==> src/rtl/brk_uart_tx.sv <==
module brk_uart_tx #(
  parameter int DATA_W = 8,
  parameter int BRK_ZEROS = 12
) (
  input  logic              clk,
  input  logic              rst_n,
  input  logic              tx_en,
  input  logic              brk_set,
  input  logic              baud_tick,
  input  logic              wr_en,
  input  logic [DATA_W-1:0] wr_data,
  output logic              txd,
  output logic              buf_empty,
  output logic              shifter_idle,
  output logic              brk_pending
);

  localparam int NRM_BITS = DATA_W + 2;
  localparam int BRK_BITS = BRK_ZEROS + 2;
  localparam int MAX_BITS = (NRM_BITS > BRK_BITS) ? NRM_BITS : BRK_BITS;
  localparam int CNT_W = $clog2(MAX_BITS);

  logic              busy, brk_frm, full, sendb;
  logic [CNT_W-1:0]  cnt;
  logic [DATA_W-1:0] shf, hold_q;
  logic              last_bit, fin, load, brk_now;

  assign last_bit = brk_frm ? (cnt == CNT_W'(BRK_BITS - 1)) : (cnt == CNT_W'(NRM_BITS - 1));
  assign fin      = busy & baud_tick & last_bit;
  assign load     = tx_en & baud_tick & full & (~busy | last_bit);
  assign brk_now  = sendb & ~(busy & brk_frm);

  always_ff @(posedge clk or negedge rst_n) begin
    if (!rst_n) begin
      busy    <= 1'b0;
      brk_frm <= 1'b0;
      cnt     <= '0;
      shf     <= '0;
    end else if (!tx_en) begin
      busy    <= 1'b0;
      brk_frm <= 1'b0;
      cnt     <= '0;
    end else if (load) begin
      busy    <= 1'b1;
      brk_frm <= brk_now;
      cnt     <= '0;
      shf     <= hold_q;
    end else if (fin) begin
      busy    <= 1'b0;
      brk_frm <= 1'b0;
      cnt     <= '0;
    end else if (busy && baud_tick) begin
      cnt <= cnt + 1'b1;
      if (cnt != '0) shf <= shf >> 1;
    end
  end

  always_ff @(posedge clk or negedge rst_n) begin
    if (!rst_n) begin
      full   <= 1'b0;
      hold_q <= '0;
    end else if (!tx_en || load) begin
      full <= 1'b0;
    end else if (wr_en && !full) begin
      full   <= 1'b1;
      hold_q <= wr_data;
    end
  end

  always_ff @(posedge clk or negedge rst_n) begin
    if (!rst_n)                sendb <= 1'b0;
    else if (!tx_en)           sendb <= 1'b0;
    else if (brk_set)          sendb <= 1'b1;
    else if (brk_frm && fin)   sendb <= 1'b0;
  end

  always_comb begin
    if (!busy)            txd = 1'b1;
    else if (cnt == '0)   txd = 1'b0;
    else if (brk_frm)     txd = (cnt == CNT_W'(BRK_BITS - 1));
    else if (last_bit)    txd = 1'b1;
    else                  txd = shf[0];
  end

  assign buf_empty    = ~full;
  assign shifter_idle = ~busy;
  assign brk_pending  = sendb;


  disable_clears_chk: assert property (@(posedge clk) disable iff (!rst_n)
    !tx_en |=> (txd && shifter_idle && buf_empty && !brk_pending));


  full_write_drop_chk: assert property (@(posedge clk) disable iff (!rst_n)
    (wr_en && full && tx_en) |=> (hold_q == $past(hold_q)));


  brk_clear_time_chk: assert property (@(posedge clk) disable iff (!rst_n)
    $fell(brk_pending) |-> (!$past(tx_en) || $past(brk_frm && busy && baud_tick && last_bit)));


  handoff_empty_chk: assert property (@(posedge clk) disable iff (!rst_n)
    (tx_en && baud_tick && full && !busy) |=> (buf_empty && !shifter_idle));


  idle_on_tick_chk: assert property (@(posedge clk) disable iff (!rst_n)
    $rose(shifter_idle) |-> ($past(baud_tick) || !$past(tx_en)));

endmodule

==> config.mk <==
export PLATFORM = sky130hd
export DESIGN_NAME = brk_uart_tx
export DESIGN_NICKNAME = d
export VERILOG_FILES = /design/src/rtl/brk_uart_tx.sv
export SDC_FILE = /design/constraint.sdc
export NUM_CORES = 1
export LEC_CHECK = 0
export CAP_MARGIN = 10
export CORE_MARGIN = 2
export CORE_UTILIZATION = 60
export CTS_CLUSTER_DIAMETER = 60
export DETAILED_ROUTE_END_ITERATION = 10
export DONT_BUFFER_PORTS = 1
export PLACE_DENSITY_LB_ADDON = 0.2
export SYNTH_ARGS = -nofsm -noshare
export SYNTH_HDL_FRONTEND = slang
export SYNTH_SLANG_ARGS = --single-unit
==> constraint.sdc <==
create_clock -name clk -period 2.2 [get_ports clk]
set_input_delay 0.22 -clock clk [delete_from_list [all_inputs] [get_ports clk]]
set_output_delay 0.22 -clock clk [all_outputs]
set_load 0.01 [all_outputs]
**Word-level counts from Yosys, hierarchy flattened**

Index checks and enable logic that the tools add are counted.

- $add $sub $neg: 1
- Eq/ne operators: 6
- Mux-type cells: 23
- Bitwise operators: 12
- Reductions and logical operators: 13

Operators with widths:

| cell | number |
|---|---|
| $mux 8 | 4 |
| $mux 4 | 4 |
| $mux 1 | 15 |
| $eq 4x4->1 const B | 2 |
| $and 1x1->1 | 7 |
| $ne 3x1->1 const B | 2 |
| $reduce_bool 2->1 | 3 |
| $add 4x1->4 const B | 1 |
| $logic_not 4->1 | 1 |
| $ne 4x1->1 const B | 1 |
| $not 1->1 | 4 |
| $reduce_and 4->1 | 1 |
| $reduce_bool 4->1 | 1 |
| $logic_and 1x1->1 | 3 |
| $logic_not 1->1 | 2 |
| $ne 2x1->1 const B | 1 |
| $reduce_and 2->1 | 1 |
| $logic_or 1x1->1 | 1 |
| $or 1x1->1 | 1 |

- Flip-flop bits (word level): 24
- Input port bits: 14
- Output and inout port bits: 4
- Word-level logic and storage cells: 62

**Depth between registers and ports, before layout**

Gate-level depths: netlist (run 1).

- Word-level depth: 7
- Depth in mapped cells: 7
- Mapped depth without buffers: 6

**Worst setup path before layout (run 1)**

OpenSTA, ideal clock, no wires.

- Path type: register to register
- Start: register cnt[0]
- End: register shf[0]
- Arrival: 1420 ps
- Data required time: 2106 ps
- Slack: 686 ps
- Stages on the path, launching flop included: 7
- Path buffers: 0
- Period minus slack after synthesis: 1514 ps
- Cell sequence: dfrtp_1 -> inv_1 -> ha_1 -> nor3b_2 -> a21oi_1 -> o21ai_4 -> a221oi_2

- Longest elaborated chain between the ends: 6
- Elaborated cells between the ends (all ways): 12
- Classes of those cells: eq/ne (3); mux (2); bitwise (3); reduce/logical (4)

Ends and longest elaborated chain:

| element | RTL line | source |
|---|---|---|
| start: declaration | 24 | `logic [CNT_W-1:0] cnt;` |
| start signal: assignment | 53 | `cnt <= cnt + 1'b1;` |
| $eq 4x4->1 | 28 | `assign last_bit = brk_frm ? (cnt == CNT_W'(BRK_BITS - 1)) : (cnt == CNT_W'(NRM_BITS - 1));` |
| $mux 1 | 28 |  |
| $or 1x1->1 | 30 | `assign load = tx_en & baud_tick & full & (~busy \| last_bit);` |
| $and 1x1->1 | 30 |  |
| $ne 2x1->1 (no line) or $reduce_bool 2->1 (tied branches) | - |  |
| $reduce_and 4->1 (no line) | - |  |
| end signal: assignment | 47 | `shf <= hold_q;` |
| end signal: assignment | 54 | `if (cnt != '0) shf <= shf >> 1;` |
| end: declaration | 25 | `logic [DATA_W-1:0] shf, hold_q;` |

Parallel ways exist; a longest one is shown, timed or not.
A chain may end at the register's enable or synchronous reset.

**Worst setup path after layout (run 1)**

- Start: register cnt[1]
- End: output port txd

- Longest elaborated chain between the ends: 6
- Elaborated cells between the ends (all ways): 8
- Classes of those cells: eq/ne (2); mux (5); reduce/logical (1)

Ends and longest elaborated chain:

| element | RTL line | source |
|---|---|---|
| $eq 4x4->1, on equally long branches | 28, 80 |  |
| $mux 1 | 28 |  |
| $mux 1 | 81 | `else if (last_bit) txd = 1'b1;` |
| $mux 1 | 80 | `else if (brk_frm) txd = (cnt == CNT_W'(BRK_BITS - 1));` |
| $mux 1 * | 79 | `else if (cnt == '0) txd = 1'b0;` |
| $mux 1 * | 78 | `if (!busy) txd = 1'b1;` |
| end: declaration | 12 | `output logic txd,` |

Mark *: on every way between the ends. The rest lies on a longest branch, timed or not.

==> flow_summary.toml, run 1 <==
[synth]
synth_area_leaders = "dfrtp_1 45%, a221oi_2 8.0%, mux2_2 6.8%"
synthFlopType = "dfrtp_1"
synth_top_area_share_pct = 45.5
ys_types = 36
synth.ff_latch_count = 24
netlist_area_um2 = 1320
yosys_warnings = 0
synth_edf_count = 0
syn_area_per_cell_um2 = 10.7
async_reset_ff_share_pct = 100
syn-instance-count = 123
syn_nets = 140
synth_seq_area_share_pct = 45.5
yosysTopAreaCell = "dfrtp_1"

[global_routing]
gr-usage-all-layers_pct = 21.7
grt_max_degree = 25
antenna_found_initial = 0
grt_pass1_vias = 914
grt_pass1_wl_mm = 4.16
grt_overflow = 0

[die]
num_rows = 16
pin_count = 18
die_y_um = 50.9
start_util_pct = 65.3
die_x_um = 50.9
core_um2 = 2020
die_area_um2 = 2590

[drt]
wl_mm = 2.51
routed_wire_length_per_instance_um = 16.8
antenna_left = 0
drc = 0
drt_iter0_markers = 26
num_vias = 927
vias_per_cell = 6.18
first_pass_iters = 4

[clock_tree]
cts_tree = "built"
clkLatencyLatePin_ps = 310
clock_path_buffers = 2
htreeDepth = 1
numCtsBuffers = 3
clock-sinks = 24
post-cts-setup-buffers = 0
path_clk_slew_ps = 130
cts-root-buf = "clkbuf_4"

[worst_setup_path]
startpoint = "cnt[1]$_DFFE_PN0P_"
r2r-end = "shf[0]$_DFFE_PN0P_"
worstPathCellList = "inv_1 > ha_1 > nand3_2 > a21boi_0 > o21ai_1"
cp.arrival_ps = 1790
reg2reg_depth = 6
ff2ff_setup_slack_ps = 510
r2r_start = "cnt[0]$_DFFE_PN0P_"
crit_fanout = 7
slowest_delay_ps = 450
slowest_stage = "dfrtp_1"
crit_type = "flop to primary output"
required_ps = 1980
cp-start-kind = "flop"
end_kind = "primary output"

[timing]
max_freq_mhz = 499
fin_crit_sh_pct = 91.2
final-hold-violation-count = 0
period_needed_ps = 2010
drv_slew = 0
rsz0062_at_grt = "false"
finalSetupViolCount = 0
worst_pin_slew_ps = 1060
skew_ps = 2.03
tns_ps = 0
slew_headroom_pct = 29.4

[placed_design]
hpwl_mm = 1.83
gp_congestion = 0.874
place_area_um2 = 1310
io_buffer_count = 0

[layout]
fin_area_um2 = 1370
layout_common_cells = "24 x dfrtp_1, 13 x inv_1, 10 x nor2_1"
syn2layout_area_growth_pct = 3.69
nets = 141
layout_commonest_cell = "dfrtp_1"
drive_gt1_share_pct = 22.0
num_antenna_cells = 0

[hold_path]
holdPathEnd = "brk_pending$_DFFE_PN0P_"
hold_path.class = "input pin to flop"
whs_path_depth = 1
hp-start = "brk_set"

[flow_run]
max_cap_viol_count = 0

[run_status]
run_status = "complete, no violations"

[power_and_ir_drop]
cellLeakagePower_nw = 0.560
powerDensity_nw_per_um2 = 714
peakVddDrop_v = 0.000492
-- synthesized netlist by cell type (2+ instances only) --
library cell,count
a21boi_0,2
a21oi_1,3
a221oi_2,7
buf_2,3
buf_6,2
dfrtp_1,24
ha_1,3
inv_1,13
mux2_2,8
nand2_1,6
nand3_1,8
nor2_1,10
nor3_1,7
o21ai_0,5
-- worst max-delay path by stage --
stage          slack [ps]  cells past startpoint                  to
3_3_place_gp          490                      5                 txd
4_1_cts               100                      5                 txd
2_1_floorplan         690                      6  shf[0]$_DFFE_PN0P_
6_report              190                      5                 txd
3_5_place_dp          470                      5                 txd
5_1_grt                70                      5                 txd
-- worst max-delay path, delay by kind of cell, from the launching register on --
family,cells,cell delay [ps]
simple gates,1,210
flops,1,450
compound gates,2,440
buf+inv,1,100
fa+ha+maj,1,290
-- per-layer routing --
layer,GRT usage (%),routed length [um]
met5,0,0
met4,6.76,29
met1,31.6,1150
met3,3.80,139
met2,33.1,1190
-- per-stage QoR --
| step | setup slack [ps] | instances | power (mW) | utilization [%] | hold WS (ps) |
|---|---|---|---|---|---|
| after floorplan | 686 | 123 | 0.716 | - | -75.6 |
| after global placement | 493 | 144 | 0.733 | 65.0 | -75.1 |
| after detailed placement | 468 | 144 | 0.746 | 65.0 | -75.0 |
| after CTS | 104 | 149 | 0.985 | 67.3 | 3.85 |
| after global routing | 68.5 | 150 | 1.04 | 67.8 | 17.7 |
| final | 195 | 150 | 0.979 | 67.8 | 32.0 |
-- flip-flops by register name (all words and copies together), names as in the netlist --
register     count
hold_q           8
shf              8
cnt              4
brk_frm          1
brk_pending      1
busy             1
full             1
-- where the power goes --
| group | internal, mW | switching, mW | total (mW) |
|---|---|---|---|
| Clock | 0.101 | 0.129 | 0.230 |
| Combinational | 0.0947 | 0.0839 | 0.179 |
| Sequential | 0.519 | 0.0517 | 0.570 |
| Total | 0.714 | 0.265 | 0.979 |
-- logic make-up (layout without fill, tap and decap cells) --
logic type | after synthesis | count (layout) | synth area share (%)
flip-flops | 24 | 24 | 45.5
adder cells (fa/ha/maj) | 3 | 3 | 2.84
multiplexers | 8 | 8 | 6.82
AO/OA/AOI/OAI | 29 | 29 | 21.5
XOR/XNOR | 1 | 1 | 1.23
AND/OR/NAND/NOR | 39 | 39 | 15.3
buffers and inverters | 19 | 19 | 6.82
-- cell type report --
class                           count  area (um2)
Sequential cell                    24         601
Inverter                           13        48.8
Clock buffer                        4        36.3
Timing Repair Buffer                2        20.0
Tap cell                           27        33.8
Multi-Input combinational cell     80         631
Fill cell                         155         652
-- what timing repair did --
action                     4_1_cts  5_1_grt
hold buffers                     1        1
gates resized for setup          0        1
hold endpoints to repair        24        2
setup endpoints to repair        0        1
Note: power is estimated with default switching activity, not from simulation.
==> inputs of run 2 (changes only) <==
clock period = 2 ns   (was 2.2 ns; I/O delays follow)
==> run 2 against run 1 <==
- combinational power increased by 13%
- power up 20%
- clock skew is 5.4 ps higher
- sequential cell count is the same
- clock-buffer cell count down 1
- final cell count is 2.0% higher
- non-clock buffer count rose by 3
- register-to-register slack worse by 240 ps
- wire length rose by 2.9%
- via count is 0.43% higher
- worst setup slack worse by 65 ps
- critical endpoint unchanged
==> flow_summary.toml, run 2 (same netlist as run 1, synthesis figures left out) <==
[layout]
final_core_util_pct = 70.7
layout_common_cells = "23 x dfrtp_1, 13 x inv_1, 10 x nor2_1"
syn2layout_area_growth_pct = 8.24
fin_area_um2 = 1430
num_antenna_cells = 0
top_regs = "hold_q x8, shf x8, cnt x4"
layout_commonest_cell = "dfrtp_1"
nets = 144
drive_gt1_share_pct = 23.0

[power_and_ir_drop]
p_comb_share_pct = 17.4
p_sw_mw = 0.289
powerDensity_nw_per_um2 = 819
swShare_pct = 24.7
cellLeakagePower_nw = 0.579
power_frac_clock_pct = 29.0
peakVddDrop_v = 0.000644
p_int_mw = 0.882
seq_power_share_pct = 53.7

[die]
start_util_pct = 65.3
num_rows = 16
die_area_um2 = 2590
core_um2 = 2020
pin_count = 18
die_x_um = 50.9
die_y_um = 50.9

[timing]
period_needed_ps = 1870
worst_pin_slew_ps = 1020
finalSetupViolCount = 0
final-hold-violation-count = 0
drv_slew = 0
skew_ps = 7.48
fin_crit_sh_pct = 93.5
tns_ps = 0
rsz0062_at_grt = "false"
slew_headroom_pct = 31.6
max_freq_mhz = 535

[clock_tree]
clock_path_buffers = 2
numCtsBuffers = 3
cts_tree = "built"
cts-root-buf = "clkbuf_4"
htreeDepth = 1
path_clk_slew_ps = 130
clkLatencyLatePin_ps = 310
clock-sinks = 24

[drt]
num_vias = 931
wl_mm = 2.59
drt_iter0_markers = 14
antenna_left = 0
drc = 0
first_pass_iters = 4
routed_wire_length_per_instance_um = 16.9
vias_per_cell = 6.08

[global_routing]
gr-usage-all-layers_pct = 23.2
grt_max_degree = 25
grt_overflow = 0
grt_pass1_vias = 970
grt_pass1_wl_mm = 4.46
antenna_found_initial = 0

[worst_setup_path]
slowest_stage = "dfrtp_2"
crit_type = "flop to primary output"
crit_cells = 4
cp-start-kind = "flop"
reg2reg_depth = 6
crit_fanout = 8
required_ps = 1800
ff2ff_setup_slack_ps = 270
end_kind = "primary output"
critPathTopFamily = "flip-flops"
crit_buf_inv = 0
worstPathCellList = "xnor2_2 > nand3_2 > a21boi_0 > o21ai_1"
slowest_delay_ps = 500
cp.arrival_ps = 1670

[hold_path]
whs_path_depth = 2
hold_path.class = "input pin to flop"

[flow_run]
max_cap_viol_count = 0

[placed_design]
gp_congestion = 0.861
hpwl_mm = 1.90
io_buffer_count = 0
place_area_um2 = 1310

[run_status]
run_status = "complete, no violations"
==> run 2: repair_timing <==
item                                   in CTS  in global routing
pin swaps                                   0                  1
cloned                                      0                  0
setup endpoints to repair                   1                  1
endpoints found under the hold margin      26                  2
setup buffers                               0                  0
gates resized for setup                     1                  3
hold buffers                                3                  2
==> run 2: worst paths after layout <==
| check | startpoint | to |
|---|---|---|
| max | cnt[2]$_DFFE_PN0P_ | txd |
| min | wr_en | full$_DFFE_PN0P_ |
| max reg2reg | cnt[0]$_DFFE_PN0P_ | shf[1]$_DFFE_PN0P_ |
| min reg2reg | hold_q[0]$_DFFE_PN0P_ | hold_q[0]$_DFFE_PN0P_ |
| max in group asynchronous | rst_n | cnt[2]$_DFFE_PN0P_ |
| min in group asynchronous | rst_n | shf[5]$_DFFE_PN0P_ |
==> run 2: layout make-up <==
| type | instances | area, um2 |
|---|---|---|
| sequential | 24 | 602 |
| tap | 27 | 33.8 |
| multi-input combinational | 80 | 643 |
| inverter | 13 | 48.8 |
| fill | 144 | 592 |
| clock inverter | 1 | 30.0 |
| clock buffer | 3 | 22.5 |
| timing repair buffer | 5 | 50.0 |
==> run 2: worst reg2reg max path: stages, from the launching register on <==
cell      delay, ps
dfrtp_1         510
inv_1            80
ha_1            190
nor3b_2         160
a21oi_1         240
o21ai_4         170
a221oi_2        300
==> run 2: layer usage <==
metal	share of wire, %	up-vias	track usage [%]	wire (um)
met3	4.7	0	6.14	121
met4	0	0	6.76	0
li1	-	447	-	-
met2	48	24	35.5	1240
met1	48	460	32.5	1230
met5	0	-	0	0
==> run 2: power groups by stage <==
| stage | Clock [mW] | Sequential (mW) | Combinational (mW) |
|---|---|---|---|
| 2_1_floorplan | 0 | 0.617 | 0.170 |
| 3_3_place_gp | 0 | 0.631 | 0.175 |
| 3_5_place_dp | 0 | 0.636 | 0.186 |
| 4_1_cts | 0.348 | 0.627 | 0.200 |
| 5_1_grt | 0.366 | 0.639 | 0.227 |
| 6_report | 0.339 | 0.629 | 0.203 |
==> run 2: metrics by stage <==
stage / cells / setup WS, ps / hold WS, ps / total power [mW]
floorplan: 123 / 486 / -95.6 / 0.788
global placement: 144 / 319 / -95.1 / 0.807
detailed placement: 144 / 324 / -94.4 / 0.822
CTS: 151 / 53.4 / 9.77 / 1.18
global route: 153 / 16.6 / 0.283 / 1.23
finish: 153 / 129 / 28.4 / 1.17
